### config.mk
export PLATFORM = sky130hd
export DESIGN_NAME = sdac_frame_rx
export DESIGN_NICKNAME = d
export VERILOG_FILES = /design/src/rtl/sdac_pkg.sv /design/src/rtl/sdac_sync_chain.sv /design/src/rtl/sdac_frame_shift.sv /design/src/rtl/sdac_out_regs.sv /design/src/rtl/sdac_frame_rx.sv
export SDC_FILE = /design/constraint.sdc
export NUM_CORES = 1
export LEC_CHECK = 0
export BUFFER_PORTS_ARGS = -buffer_cell sky130_fd_sc_hd__buf_2
export CAP_MARGIN = 10
export CORE_ASPECT_RATIO = 1.2
export CORE_MARGIN = 1.5
export CORE_UTILIZATION = 38
export DETAILED_ROUTE_END_ITERATION = 12
export GPL_ROUTABILITY_DRIVEN = 0
export PLACE_DENSITY = 0.56
export SETUP_SLACK_MARGIN = 0.1
export SLEW_MARGIN = 10
export SYNTH_ARGS = -nofsm -noshare
export SYNTH_HDL_FRONTEND = slang
export SYNTH_HIERARCHICAL = 1
export SYNTH_SLANG_ARGS = --single-unit
### constraint.sdc
create_clock -name clk -period 6.4 [get_ports clk]
set_input_delay 0.64 -clock clk [delete_from_list [all_inputs] [get_ports clk]]
set_output_delay 0.64 -clock clk [all_outputs]
set_load 0.02 [all_outputs]
### src/rtl/sdac_pkg.sv
package sdac_pkg;

   typedef enum logic [1:0] {
      PM_ACTIVE   = 2'b00,
      PM_PULL_LOW = 2'b01,
      PM_PULL_WEAK = 2'b10,
      PM_OPEN     = 2'b11
   } pmode_e;

   localparam int unsigned MODE_W = 2;

   // pull-down select for a given mode: bit0 strong path, bit1 weak path
   function automatic logic [1:0] term_of(input pmode_e m);
      case (m)
         PM_PULL_LOW:  term_of = 2'b01;
         PM_PULL_WEAK: term_of = 2'b10;
         default:      term_of = 2'b00;
      endcase
   endfunction

endpackage

### src/rtl/sdac_sync_chain.sv
module sdac_sync_chain #(
   parameter int unsigned W      = 3,
   parameter int unsigned STAGES = 2
) (
   input  logic         clk,
   input  logic         rst_n,
   input  logic [W-1:0] d,
   output logic [W-1:0] q
);

   if (W < 1) begin : g_bad_w
      $error("sdac_sync_chain: W must be at least 1");
   end

   if (STAGES == 0) begin : g_bypass
      assign q = d;
   end else begin : g_chain
      logic [W-1:0] stg [STAGES];

      always_ff @(posedge clk or negedge rst_n) begin
         if (!rst_n) begin
            for (int i = 0; i < STAGES; i++) stg[i] <= '0;
         end else begin
            stg[0] <= d;
            for (int i = 1; i < STAGES; i++) stg[i] <= stg[i-1];
         end
      end

      assign q = stg[STAGES-1];
   end

endmodule

### src/rtl/sdac_frame_shift.sv
module sdac_frame_shift #(
   parameter int unsigned FRAME_W = 16
) (
   input  logic               clk,
   input  logic               rst_n,
   input  logic               sel_lvl,   // synchronised active-low select
   input  logic               bclk_lvl,  // synchronised bit clock
   input  logic               bit_lvl,   // synchronised data
   output logic               done,
   output logic [FRAME_W-1:0] word
);

   localparam int unsigned CNT_W = $clog2(FRAME_W + 1);
   localparam logic [CNT_W-1:0] LAST_IDX = CNT_W'(FRAME_W - 1);

   if (FRAME_W < 2) begin : g_bad_frame
      $error("sdac_frame_shift: FRAME_W must be at least 2");
   end

   logic               sel_prev, bclk_prev;
   logic               armed;
   logic [CNT_W-1:0]   cnt;
   logic [FRAME_W-1:0] shreg;

   logic sel_fell, sel_rose, bclk_fell, take, last;
   logic [FRAME_W-1:0] word_nxt;

   always_comb begin
      sel_fell  = sel_prev & ~sel_lvl;
      sel_rose  = ~sel_prev & sel_lvl;
      bclk_fell = bclk_prev & ~bclk_lvl;
      take      = armed & bclk_fell & ~sel_fell;
      last      = take & (cnt == LAST_IDX);
      word_nxt  = {shreg[FRAME_W-2:0], bit_lvl};
   end

   always_ff @(posedge clk or negedge rst_n) begin
      if (!rst_n) begin
         sel_prev  <= 1'b0;
         bclk_prev <= 1'b0;
      end else begin
         sel_prev  <= sel_lvl;
         bclk_prev <= bclk_lvl;
      end
   end

   always_ff @(posedge clk or negedge rst_n) begin
      if (!rst_n) begin
         armed <= 1'b0;
         cnt   <= '0;
         shreg <= '0;
      end else if (sel_fell) begin
         armed <= 1'b1;
         cnt   <= '0;
         shreg <= '0;
      end else begin
         if (take) begin
            shreg <= word_nxt;
            cnt   <= cnt + 1'b1;
         end
         // completion outranks a select rise seen in the same cycle
         if (last) begin
            armed <= 1'b0;
         end else if (sel_rose && armed) begin
            armed <= 1'b0;
            cnt   <= '0;
            shreg <= '0;
         end
      end
   end

   assign done = last;
   assign word = word_nxt;

endmodule

### src/rtl/sdac_out_regs.sv
module sdac_out_regs
   import sdac_pkg::*;
#(
   parameter int unsigned CODE_W  = 12,
   parameter int unsigned FRAME_W = 16
) (
   input  logic               clk,
   input  logic               rst_n,
   input  logic               done,
   input  logic [FRAME_W-1:0] word,
   output logic [CODE_W-1:0]  code,
   output logic [MODE_W-1:0]  pmode,
   output logic               upd,
   output logic               out_drive,
   output logic [1:0]         term_sel
);

   localparam int unsigned MODE_LSB = CODE_W;
   localparam int unsigned USED_W   = CODE_W + MODE_W;

   if (FRAME_W < USED_W) begin : g_bad_fields
      $error("sdac_out_regs: FRAME_W too small for code and mode fields");
   end

   pmode_e new_mode, cur_mode;

   assign new_mode = pmode_e'(word[MODE_LSB +: MODE_W]);

   always_ff @(posedge clk or negedge rst_n) begin
      if (!rst_n) begin
         code     <= '0;
         cur_mode <= PM_ACTIVE;
         upd      <= 1'b0;
      end else begin
         upd <= done;
         if (done) begin
            cur_mode <= new_mode;
            if (new_mode == PM_ACTIVE) code <= word[CODE_W-1:0];
         end
      end
   end

   assign pmode     = cur_mode;
   assign out_drive = (cur_mode == PM_ACTIVE);
   assign term_sel  = term_of(cur_mode);

endmodule

### src/rtl/sdac_frame_rx.sv
module sdac_frame_rx #(
   parameter int unsigned CODE_W      = 12,
   parameter int unsigned FRAME_W     = 16,
   parameter int unsigned SYNC_STAGES = 2
) (
   input  logic              clk,
   input  logic              rst_n,
   input  logic              sync_n,
   input  logic              sclk,
   input  logic              sdi,
   output logic [CODE_W-1:0] code,
   output logic [1:0]        pmode,
   output logic              upd,
   output logic              out_drive,
   output logic [1:0]        term_sel
);

   localparam int unsigned PIN_W = 3;

   if (CODE_W < 1) begin : g_bad_code
      $error("sdac_frame_rx: CODE_W must be at least 1");
   end

   logic [PIN_W-1:0]   pins_q;
   logic               done;
   logic [FRAME_W-1:0] word;

   sdac_sync_chain #(.W(PIN_W), .STAGES(SYNC_STAGES)) u_sync (
      .clk   (clk),
      .rst_n (rst_n),
      .d     ({sync_n, sclk, sdi}),
      .q     (pins_q)
   );

   sdac_frame_shift #(.FRAME_W(FRAME_W)) u_shift (
      .clk      (clk),
      .rst_n    (rst_n),
      .sel_lvl  (pins_q[2]),
      .bclk_lvl (pins_q[1]),
      .bit_lvl  (pins_q[0]),
      .done     (done),
      .word     (word)
   );

   sdac_out_regs #(.CODE_W(CODE_W), .FRAME_W(FRAME_W)) u_regs (
      .clk       (clk),
      .rst_n     (rst_n),
      .done      (done),
      .word      (word),
      .code      (code),
      .pmode     (pmode),
      .upd       (upd),
      .out_drive (out_drive),
      .term_sel  (term_sel)
   );

endmodule

=== After elaboration in Yosys (flattened, before gate mapping) ===
Cells that the tools add are included.

* Bits in registers: 45
* Output and inout port bits: 18

* Bitwise operators: 10
* Reductions and logical operators: 5
* Mux-type cells: 12
* $add $sub $neg: 1
* Eq/ne operators: 3

{| class="wikitable"
|+ Operators by type and width
! cell !! number
|-
| $mux W16 || 4
|-
| $mux W5 || 4
|-
| $and A1 B1 Y1 || 6
|-
| $add A5 B1 Y5 const B || 1
|-
| $eq A5 B4 Y1 const B || 1
|-
| $logic_not A2 Y1 || 2
|-
| $not A1 Y1 || 4
|-
| $pmux W2 S2 || 1
|-
| $mux W1 || 3
|-
| $reduce_bool A3 Y1 || 1
|-
| $eq A2 B1 Y1 const B || 1
|-
| $eq A2 B2 Y1 const B || 1
|-
| $reduce_and A2 Y1 || 1
|-
| $logic_and A1 B1 Y1 || 1
|}

=== Depth between registers and ports, before layout ===
Gate-level depths: netlist of the first run.

* Depth in word-level cells: 8
* Depth in mapped cells: 8

=== Hierarchy ===
Netlist of the first run, hierarchy kept.

{| class="wikitable"
|+ By module, submodules not included
! module !! area each (um^2) !! sequential area each (um^2) !! instances !! cells each
|-
| sdac_frame_shift || 1023.5 || 575.6 || 1 || 106
|-
| sdac_out_regs || 579.3 || 375.4 || 1 || 34
|-
| sdac_sync_chain || 172.7 || 150.1 || 1 || 9
|}

=== Worst setup path before layout of the first run ===
No wires, ideal clock.

* Path type: reg-to-reg
* Start point: reg u_shift.cnt[0]
* End point: reg u_regs.code[0]
* Setup slack: 4275 ps
* Buffers on the path: 1
* Arrival: 2001 ps
* Cell stages (with the launch flop): 9
* Data required time: 6275 ps
* Cell sequence: dfrtp_1 ha_1 and3_1 ha_1 inv_1 nor3_1 nor3b_4 buf_6 mux2_2

* Cells in the longest elaborated chain, start to end: 3

{| class="wikitable"
|+ Ends and longest elaborated chain
! what !! line !! source
|-
| from (decl) || sdac_frame_shift.sv:22 || <nowiki>logic [CNT_W-1:0] cnt;</nowiki>
|-
| from (signal assigned) || sdac_frame_shift.sv:59 || <nowiki>cnt <= cnt + 1'b1;</nowiki>
|-
| $eq A5 B4 Y1 || sdac_frame_shift.sv:33 || <nowiki>last = take & (cnt == LAST_IDX);</nowiki>
|-
| $and A1 B1 Y1 || sdac_frame_shift.sv:33 ||
|-
| net done || sdac_frame_rx.sv:25 || <nowiki>logic done;</nowiki>
|-
| $reduce_and A2 Y1 (no source line) || - ||
|-
| to (signal assigned) || sdac_out_regs.sv:38 || <nowiki>if (new_mode == PM_ACTIVE) code <= word[CODE_W-1:0];</nowiki>
|-
| to (decl) || sdac_out_regs.sv:11 || <nowiki>output logic [CODE_W-1:0] code,</nowiki>
|}

The timed path passes the listed nets, and every way through them passes these cells.
A chain may end at the register's enable or synchronous reset.

=== Final worst setup path of the first run ===
Same ends and word-level chain as after synthesis.

==> metrics.csv, run 1 <==
metric;value;unit
status;completed;
ir_drop;0.123;mV
crit_path_max_incr_delay;0.64;ns
grt_pass1_vias;1077;
fin_cells;217;
wl;2.70;mm
grt_pass1_wl;4.91;mm
ctsHoldBuffers;0;
end_kind;register;
power.internal;0.433;mW
p_seq_share;50.5;%
initial_core_util;39.6;%
min_period;2.54;ns
placed_cell_area;1810;µm²
vias_per_cell;4.88;
slowest_stage;nor3b_4;
postCtsSetupBuffers;0;
worstMarginPinSlew;0.907;ns
synth.net_count;148;
cpMostUsedCell;ha_1;
cts_htree_levels;2;
setup_tns;0;ns
slew_violations;0;
final_common_cell;dfrtp_1;
crit_chain;ha_1 > and3_1 > ha_1 > inv_1 > nor3_1 > nor3b_4 > mux2_2;
avgRoutedWirePerCell;12.4;µm
final_cell_mix;dfrtp_1, nand2_1, buf_2;
cts_sinks;42;
vias;1060;
grt_max_degree;43;
grt-ovfl-total;0;
leakage;0.961;nW
ctsResizeCount;0;
power_frac_comb;4.0;%
drtIter0Drc;37;
hp-class;reg -> reg;
num_rows;26;
numCtsBuffers;5;
yosysWarnings;6;
place_inst;209;
drv_cap;0;
crit_required;6.58;ns
syn_area;1700;µm²
die_w;64.1;µm
fp.dieArea;4890;µm²
final_area;1950;µm²
drtPass1Iterations;4;
period_share;39.7;%
path_clk_slew;0.08;ns
cts_max_path_buffers;2;
syn_avg_cell_area;12.1;µm²
io_buffers;22;
grt_usage;12.7;%
p_sw;0.113;mW
antenna_found_initial;0;
cp-start-kind;register;
io-pin-count;23;
tritoncts;built;
dp_hpwl;1.74;mm
worst_skew_pair.late_latency;0.30;ns
core_area;4290;µm²
final_nets;167;
ant_nets;0;
fmax;0.393;GHz
worst-setup-path-type;reg -> reg;
cts_root_buf;clkbuf_8;
finalHoldViolCount;0;
power_frac_clock;45.5;%
synthToLayoutAreaGrowth;14.4;%
rsz0062_at_grt;false;
diodes;0;
skew;0.0109;ns
route.detailed.drc;0;
max_slew_margin;39.5;%
drive_gt1_share;30.4;%
powerDensity;281;nW/µm²
die_height;76.3;µm
critical_path_arrival;2.72;ns
setup_violations;0;
synthCells;141;
sw_frac_of_total;20.7;%
worstPathMaxFanout;12;
## layer usage
| metal | up-vias | wire [µm] | track usage, % |
|---|---|---|---|
| li1 | 508 | - | - |
| met1 | 524 | 1260 | 15.8 |
| met2 | 23 | 1270 | 20.4 |
| met3 | 5 | 133 | 4.14 |
| met4 | 0 | 38 | 5.00 |
| met5 | - | 0 | 0 |
## state kept, by name (all words and copies together), names as in the netlist
register,flops
u_shift/shreg,13
u_shift/cnt,5
u_regs/upd,1
u_shift/armed,1
u_regs/code,12
u_sync/q,3
u_shift/bclk_prev,1
u_sync/g_chain.stg,3
u_shift/sel_prev,1
u_regs/pmode,2
## power by group through the flow
stage               logic (mW)  registers (mW)  clock network [mW]
floorplan               0.0170           0.280                   0
global placement        0.0224           0.281                   0
detailed placement      0.0227           0.281                   0
CTS                     0.0227           0.276               0.257
global route            0.0253           0.277               0.268
finish                  0.0216           0.276               0.249
## worst paths after layout
path                                  startpoint        endpoint  slack, ns  depth (start not counted)
max in group asynchronous                  rst_n  u_regs/code[9]       5.36                          1
min                        u_sync/g_chain.stg[4]     u_sync/q[1]       0.35                          0
max                               u_shift/cnt[0]  u_regs/code[0]       3.86                          7
min reg2reg                u_sync/g_chain.stg[4]     u_sync/q[1]       0.35                          0
min in group asynchronous                  rst_n  u_shift/cnt[3]       0.46                          1
max reg2reg                       u_shift/cnt[0]  u_regs/code[0]       3.86                          7
## cell type report
cell class / count / area (µm²)
flip-flops and latches: 42 / 1050
repair buffers: 22 / 110
clock buffers: 5 / 68.8
clock inverters: 3 / 68.8
fillers: 421 / 2350
multi-input cells: 85 / 562
well taps: 56 / 70.1
inverters: 4 / 15.0
## stage by stage
step	utilization, %	setup WS (ns)	hold WS (ns)	power (mW)
after floorplan	-	4.27	0.331	0.297
after global placement	42.1	3.93	0.333	0.304
after detailed placement	42.1	3.83	0.336	0.304
after CTS	45.3	3.87	0.354	0.556
after global routing	45.3	3.60	0.362	0.570
final	45.3	3.86	0.353	0.547
## worst max-delay path: cells and delay by family (launching register included)
kind	cells	cell delay (ns)
AND/OR/NAND/NOR	3	1.20
buffers and inverters	1	0.07
adder cells (fa/ha/maj)	2	0.36
multiplexers	1	0.40
flip-flops	1	0.40
Note: power is estimated with default switching activity, not from simulation.
==> run 2: changes to the inputs <==
--- a/config.mk
+++ b/config.mk
@@ -5,6 +5,7 @@
 export SDC_FILE = /design/constraint.sdc
 export NUM_CORES = 1
 export LEC_CHECK = 0
+export ABC_AREA = 1
 export BUFFER_PORTS_ARGS = -buffer_cell sky130_fd_sc_hd__buf_2
 export CAP_MARGIN = 10
 export CORE_ASPECT_RATIO = 1.2
==> constraint.sdc (replaced) <==
create_clock -name clk -period 2.6 [get_ports clk]
set_input_delay 0.26 -clock clk [delete_from_list [all_inputs] [get_ports clk]]
set_output_delay 0.26 -clock clk [all_outputs]
set_load 0.02 [all_outputs]
==> metrics.csv, run 2 <==
metric;value;unit;change
hp-class;in -> reg;;was reg -> reg
cts_root_buf;clkbuf_8;;unchanged
use_met1;17.7;%;was 15.8%
min_to;u_sync/g_chain.stg[3];;was u_sync/q[1]
grt_max_degree;43;;unchanged
ir_drop;0.196;mV;was 0.123 mV
sw_frac_of_total;27.0;%;was 20.7%
vias_per_cell;4.58;;was 4.88
drv_cap;0;;unchanged
ant_nets;0;;unchanged
utilization;43.7;%;was 45.3%
placed_cell_area;1950;µm²;was 1810 µm²
slew_violations;0;;unchanged
setup_violations;0;;unchanged
yosysWarnings;6;;unchanged
ctsHoldBuffers;0;;unchanged
gr-usage-met3;3.81;%;was 4.14%
die_height;79.5;µm;was 76.3 µm
die_w;66.8;µm;was 64.1 µm
io-pin-count;23;;unchanged
tritoncts;built;;unchanged
top_register;u_shift/shreg;;unchanged
final_cell_mix;nand2_1, dfrtp_1, buf_2;;was dfrtp_1, nand2_1, buf_2
p_seq_share;57.6;%;was 50.5%
wl;3.04;mm;was 2.70 mm
cts_sinks;42;;unchanged
synthToLayoutAreaGrowth;9.10;%;was 14.4%
largest_reg_flops;13;;unchanged
whs_path_depth;1;;was 0
power_frac_clock;31.7;%;was 45.5%
crit_chain;ha_1 > nand2_1 > nor2_1 > ha_1 > nand4_4 > inv_1 > nand2_2 > nand2_1 > nand2_1;;was ha_1 > and3_1 > ha_1 > inv_1 > nor3_1 > nor3b_4 > mux2_2
postCtsSetupBuffers;0;;unchanged
ctsResizeCount;0;;unchanged
vias;1240;;was 1,060
grt_pass1_wl;5.38;mm;was 4.91 mm
path_clk_slew;0.08;ns;about the same
powerDensity;621;nW/µm²;was 281 nW/µm²
setup_tns;0;ns;unchanged
fmax;0.580;GHz;was 0.393 GHz
route.detailed.drc;0;;unchanged
rr_endpoint;u_regs/code[3];;was u_regs/code[0]
worst_skew_pair.late_latency;0.29;ns;was 0.30 ns
grt_pass1_vias;1146;;was 1,077
final_nets;220;;was 167
diodes;0;;unchanged
cp-start-kind;register;;unchanged
num_rows;27;;was 26
min_period;1.72;ns;was 2.54 ns
drtIter0Drc;104;;was 37
cpMostUsedCell;nand2_1;;was ha_1
power_frac_comb;10.7;%;was 4.0%
antenna_found_initial;0;;unchanged
synthCells;195;;was 141
initial_core_util;40.1;%;was 39.6%
fin_cells;271;;was 217
fin_ws;0.876;ns;was 3.86 ns
place_inst;264;;was 209
r2r_cells;9;;was 7
multi_input_area;637;µm²;was 562 µm²
worstPathMaxFanout;12;;unchanged
power.internal;0.919;mW;was 0.433 mW
end_kind;register;;unchanged
worstMarginPinSlew;0.933;ns;was 0.907 ns
critical_path_arrival;1.91;ns;was 2.72 ns
p_sw;0.339;mW;was 0.113 mW
drive_gt1_share;23.9;%;was 30.4%
hold_start;sdi;;was u_sync/g_chain.stg[4]
core_area;4630;µm²;was 4290 µm²
final_common_cell;nand2_1;;was dfrtp_1
avgRoutedWirePerCell;11.2;µm;was 12.4 µm
cts_htree_levels;2;;unchanged
globalRouteMet2Util;20.8;%;was 20.4%
io_buffers;22;;unchanged
busiest_layer;met2;;unchanged
skew;0.00852;ns;was 0.0109 ns
fin_hold_ws;0.0740;ns;was 0.353 ns
finalHoldViolCount;0;;unchanged
crit_path_max_incr_delay;0.41;ns;was 0.64 ns
period_share;66.3;%;was 39.7%
worst-setup-path-type;reg -> reg;;unchanged
slowest_stage;dfrtp_1;;was nor3b_4
numCtsBuffers;5;;unchanged
grt_usage;13.7;%;was 12.7%
nFillCells;470;;was 421
dp_hpwl;1.99;mm;was 1.74 mm
grt-ovfl-total;0;;unchanged
crit_required;2.79;ns;was 6.58 ns
cts_max_path_buffers;2;;unchanged
leakage;1.09;nW;was 0.961 nW
r2r-start;u_shift/cnt[0];;unchanged
p_total;1.26;mW;was 0.547 mW
post-place-ws;0.850;ns;was 3.83 ns
final_area;2020;µm²;was 1950 µm²
synth.net_count;202;;was 148
drtPass1Iterations;4;;unchanged
regArea;1050;µm²;unchanged
max_slew_margin;37.8;%;was 39.5%
syn_avg_cell_area;9.52;µm²;was 12.1 µm²
status;completed;;unchanged
top_regs;u_shift/shreg (13), u_regs/code (12), u_shift/cnt (5);;unchanged
fp.dieArea;5310;µm²;was 4890 µm²
r2r_slack;0.88;ns;was 3.86 ns
rsz0062_at_grt;false;;unchanged
syn_area;1860;µm²;was 1700 µm²
==> run 2: power by group through the flow <==
stage          combinational [mW]  clock [mW]  sequential, mW
3_5_place_dp                0.137           0           0.737
3_3_place_gp                0.135           0           0.737
4_1_cts                     0.137       0.418           0.724
5_1_grt                     0.154       0.451           0.732
6_report                    0.134       0.399           0.724
2_1_floorplan               0.117           0           0.729
==> run 2: how the worst max path moves through the flow <==
stage,startpoint,end,slack [ns],cells past startpoint
3_5_place_dp,u_shift/cnt[0],u_regs/code[3],0.85,9
5_1_grt,u_shift/cnt[0],u_regs/code[4],0.63,9
2_1_floorplan,u_shift/cnt[0],u_regs/code[11],0.98,10
4_1_cts,u_shift/cnt[0],u_regs/code[4],0.84,9
6_report,u_shift/cnt[0],u_regs/code[3],0.88,9
3_3_place_gp,u_shift/cnt[0],u_regs/code[2],0.88,9
==> run 2: critical path: cells and delay by family (launching register included) <==
kind / cells / cell delay [ns]
simple gates: 6 / 0.62
fa+ha+maj: 2 / 0.40
buf+inv: 1 / 0.20
flops: 1 / 0.41
==> run 2: cell type report <==
class                           instances  share of cell area, %
Sequential cell                        42                   51.9
Multi-Input combinational cell        123                   31.5
Timing Repair Buffer                   23                   5.81
Tap cell                               58                   3.58
Clock buffer                            5                   3.40
Inverter                               18                   3.34
Clock inverter                          2                  0.494
==> run 2: per-layer routing <==
metal / part of all wire (%) / wire, µm / vias up
li1: - / - / 643
met1: 49 / 1490 / 567
met2: 45 / 1370 / 25
met3: 4.1 / 126 / 5
met4: 1.7 / 53 / 0
met5: 0 / 0 / -
==> run 3: changes to the inputs <==
--- a/config.mk
+++ b/config.mk
@@ -5,7 +5,7 @@
 export SDC_FILE = /design/constraint.sdc
 export NUM_CORES = 1
 export LEC_CHECK = 0
-export ABC_AREA = 1
+export ABC_AREA = 0
 export BUFFER_PORTS_ARGS = -buffer_cell sky130_fd_sc_hd__buf_2
 export CAP_MARGIN = 10
 export CORE_ASPECT_RATIO = 1.2
==> constraint.sdc (replaced) <==
create_clock -name clk -period 1.6 [get_ports clk]
set_input_delay 0.16 -clock clk [delete_from_list [all_inputs] [get_ports clk]]
set_output_delay 0.16 -clock clk [all_outputs]
set_load 0.02 [all_outputs]
==> metrics.csv, run 3 (synthesis gave the netlist of run 1 again) <==
metric;value;unit;change
fin_cells;243;;was 271
top_regs;u_shift/shreg (13), u_regs/code (12), u_shift/cnt (5);;unchanged
grt_usage;14.2;%;was 13.7%
largest_reg_flops;13;;unchanged
finalHoldViolCount;0;;unchanged
tritoncts;built;;unchanged
worstMarginPinSlew;0.346;ns;was 0.933 ns
cts_max_path_buffers;2;;unchanged
io_buffers;22;;unchanged
antenna_found_initial;0;;unchanged
final_nets;193;;was 220
top_register;u_shift/shreg;;unchanged
vias;1157;;was 1,240
period_share;117;%;was 66.3%
dp_hpwl;1.99;mm;about the same
ir_drop;0.427;mV;was 0.196 mV
utilization;52.5;%;was 43.7%
multi_input_area;667;µm²;was 637 µm²
post-place-ws;-0.273;ns;was 0.850 ns
status;complete, but fails checks;;was completed
leakage;1.08;nW;was 1.09 nW
setup_tns;-6.04;ns;was 0 ns
crit_path_max_incr_delay;0.36;ns;was 0.41 ns
route.detailed.drc;0;;unchanged
crit_required;1.78;ns;was 2.79 ns
end_kind;register;;unchanged
drtPass1Iterations;4;;unchanged
worstPathMaxFanout;12;;unchanged
place_inst;228;;was 264
wl;3.08;mm;was 3.04 mm
fin_ws;-0.278;ns;was 0.876 ns
grt_max_degree;43;;unchanged
numCtsBuffers;5;;unchanged
crit_chain;ha_2 > and3_4 > ha_4 > inv_2 > nor3_4 > nor3b_4 > buf_12 > mux2_2;;was ha_1 > nand2_1 > nor2_1 > ha_1 > nand4_4 > inv_1 > nand2_2 > nand2_1 > nand2_1
path_clk_slew;0.08;ns;about the same
cts_sinks;42;;unchanged
fmax;0.532;GHz;was 0.580 GHz
initial_core_util;39.6;%;was 40.1%
die_height;76.3;µm;was 79.5 µm
drive_gt1_share;48.1;%;was 23.9%
min_period;1.88;ns;was 1.72 ns
avgRoutedWirePerCell;12.7;µm;was 11.2 µm
io-pin-count;23;;unchanged
regArea;1050;µm²;unchanged
worst_skew_pair.late_latency;0.29;ns;about the same
ant_nets;0;;unchanged
cts_htree_levels;2;;unchanged
grt_pass1_vias;1195;;was 1,146
num_rows;26;;was 27
core_area;4290;µm²;was 4630 µm²
drtIter0Drc;31;;was 104
worst-setup-path-type;reg -> reg;;unchanged
rsz0062_at_grt;true;;was false
diodes;0;;unchanged
final_common_cell;dfrtp_1;;was nand2_1
vias_per_cell;4.76;;was 4.58
max_slew_margin;77.0;%;was 37.8%
slew_violations;0;;unchanged
synthToLayoutAreaGrowth;32.5;%;was 9.10%
die_w;64.1;µm;was 66.8 µm
grt-ovfl-total;0;;unchanged
grt_pass1_wl;5.38;mm;about the same
slowest_stage;dfrtp_1;;unchanged
hp-class;reg -> reg;;was in -> reg
setup_violations;31;;was 0
cts_root_buf;clkbuf_8;;unchanged
drv_cap;0;;unchanged
fp.dieArea;4890;µm²;was 5310 µm²
final_cell_mix;dfrtp_1, nand2_1, buf_2;;was nand2_1, dfrtp_1, buf_2
nFillCells;394;;was 470
skew;0.00676;ns;was 0.00852 ns
critical_path_arrival;2.06;ns;was 1.91 ns
violations;setup timing;;
cp-start-kind;register;;unchanged
powerDensity;876;nW/µm²;was 621 nW/µm²
-- run 3: changes by cell type in the layout (fill, tap and decap cells not counted), moves of 7 or more --
cell | before | now
nand2_1 | 54 | 30
inv_1 | 15 | 3
mux2_2 | 0 | 10
nor2_1 | 19 | 2
nand3_1 | 13 | 1
o21ai_0 | 12 | 1
o21ai_2 | 7 | 0
buf_4 | 1 | 16
a21oi_2 | 0 | 13
-- run 3: routing by layer --
metal | track usage, % | vias up | wire, µm
met5 | 0 | - | 0
met4 | 6.74 | 0 | 52
met3 | 3.69 | 6 | 131
met2 | 24.0 | 24 | 1520
met1 | 16.7 | 570 | 1380
li1 | - | 557 | -
-- run 3: worst max-delay path, delay by kind of cell (launching register included) --
family | cells | cell delay, ns
fa+ha+maj | 2 | 0.31
buf+inv | 2 | 0.21
simple gates | 3 | 0.54
flops | 1 | 0.36
mux | 1 | 0.33
-- run 3: what timing repair did --
item,CTS,global route
gates resized for setup,11,5
setup endpoints to repair,31,31
pin swaps,0,0
hold endpoints to repair,45,0
cloned,1,0
hold buffers,4,0
buffers inserted,2,0
-- run 3: through the flow --
step | hold slack [ns] | power (mW) | cell area, µm²
2_1_floorplan | -0.136 | 1.20 | 1770
3_3_place_gp | 0.152 | 1.27 | 2040
3_5_place_dp | 0.152 | 1.27 | 2040
4_1_cts | 0.351 | 2.01 | 2230
5_1_grt | 0.358 | 2.07 | 2250
6_report | 0.348 | 1.97 | 2250
-- run 3: final timing paths --
check | startpoint | to | slack [ns] | depth (start not counted)
worst max register to register | u_shift/cnt[0] | u_regs/code[7] | -0.28 | 8
max in group asynchronous | rst_n | u_regs/code[7] | 1.03 | 3
min in group asynchronous | rst_n | u_shift/sel_prev | 0.37 | 3
worst max-delay path | u_shift/cnt[0] | u_regs/code[7] | -0.28 | 8
worst min-delay path | u_sync/g_chain.stg[4] | u_sync/q[1] | 0.35 | 0
worst min register to register | u_sync/g_chain.stg[4] | u_sync/q[1] | 0.35 | 0
-- run 3: area by class of cell --
cell class | instances | share of cell area [%]
inverters | 4 | 0.666
repair buffers | 48 | 15.8
clock inverters | 2 | 0.555
clock buffers | 6 | 3.66
well taps | 56 | 3.11
multi-input cells | 85 | 29.6
flip-flops and latches | 42 | 46.6
-- run 3: report_power, final --
| group | total [mW] | leakage [nW] | internal (mW) | switching (mW) |
|---|---|---|---|---|
| combinational | 0.168 | 0.473 | 0.0762 | 0.0920 |
| clock | 0.706 | 0.0472 | 0.347 | 0.359 |
| sequential | 1.10 | 0.564 | 1.08 | 0.0153 |
| total | 1.97 | 1.08 | 1.51 | 0.466 |
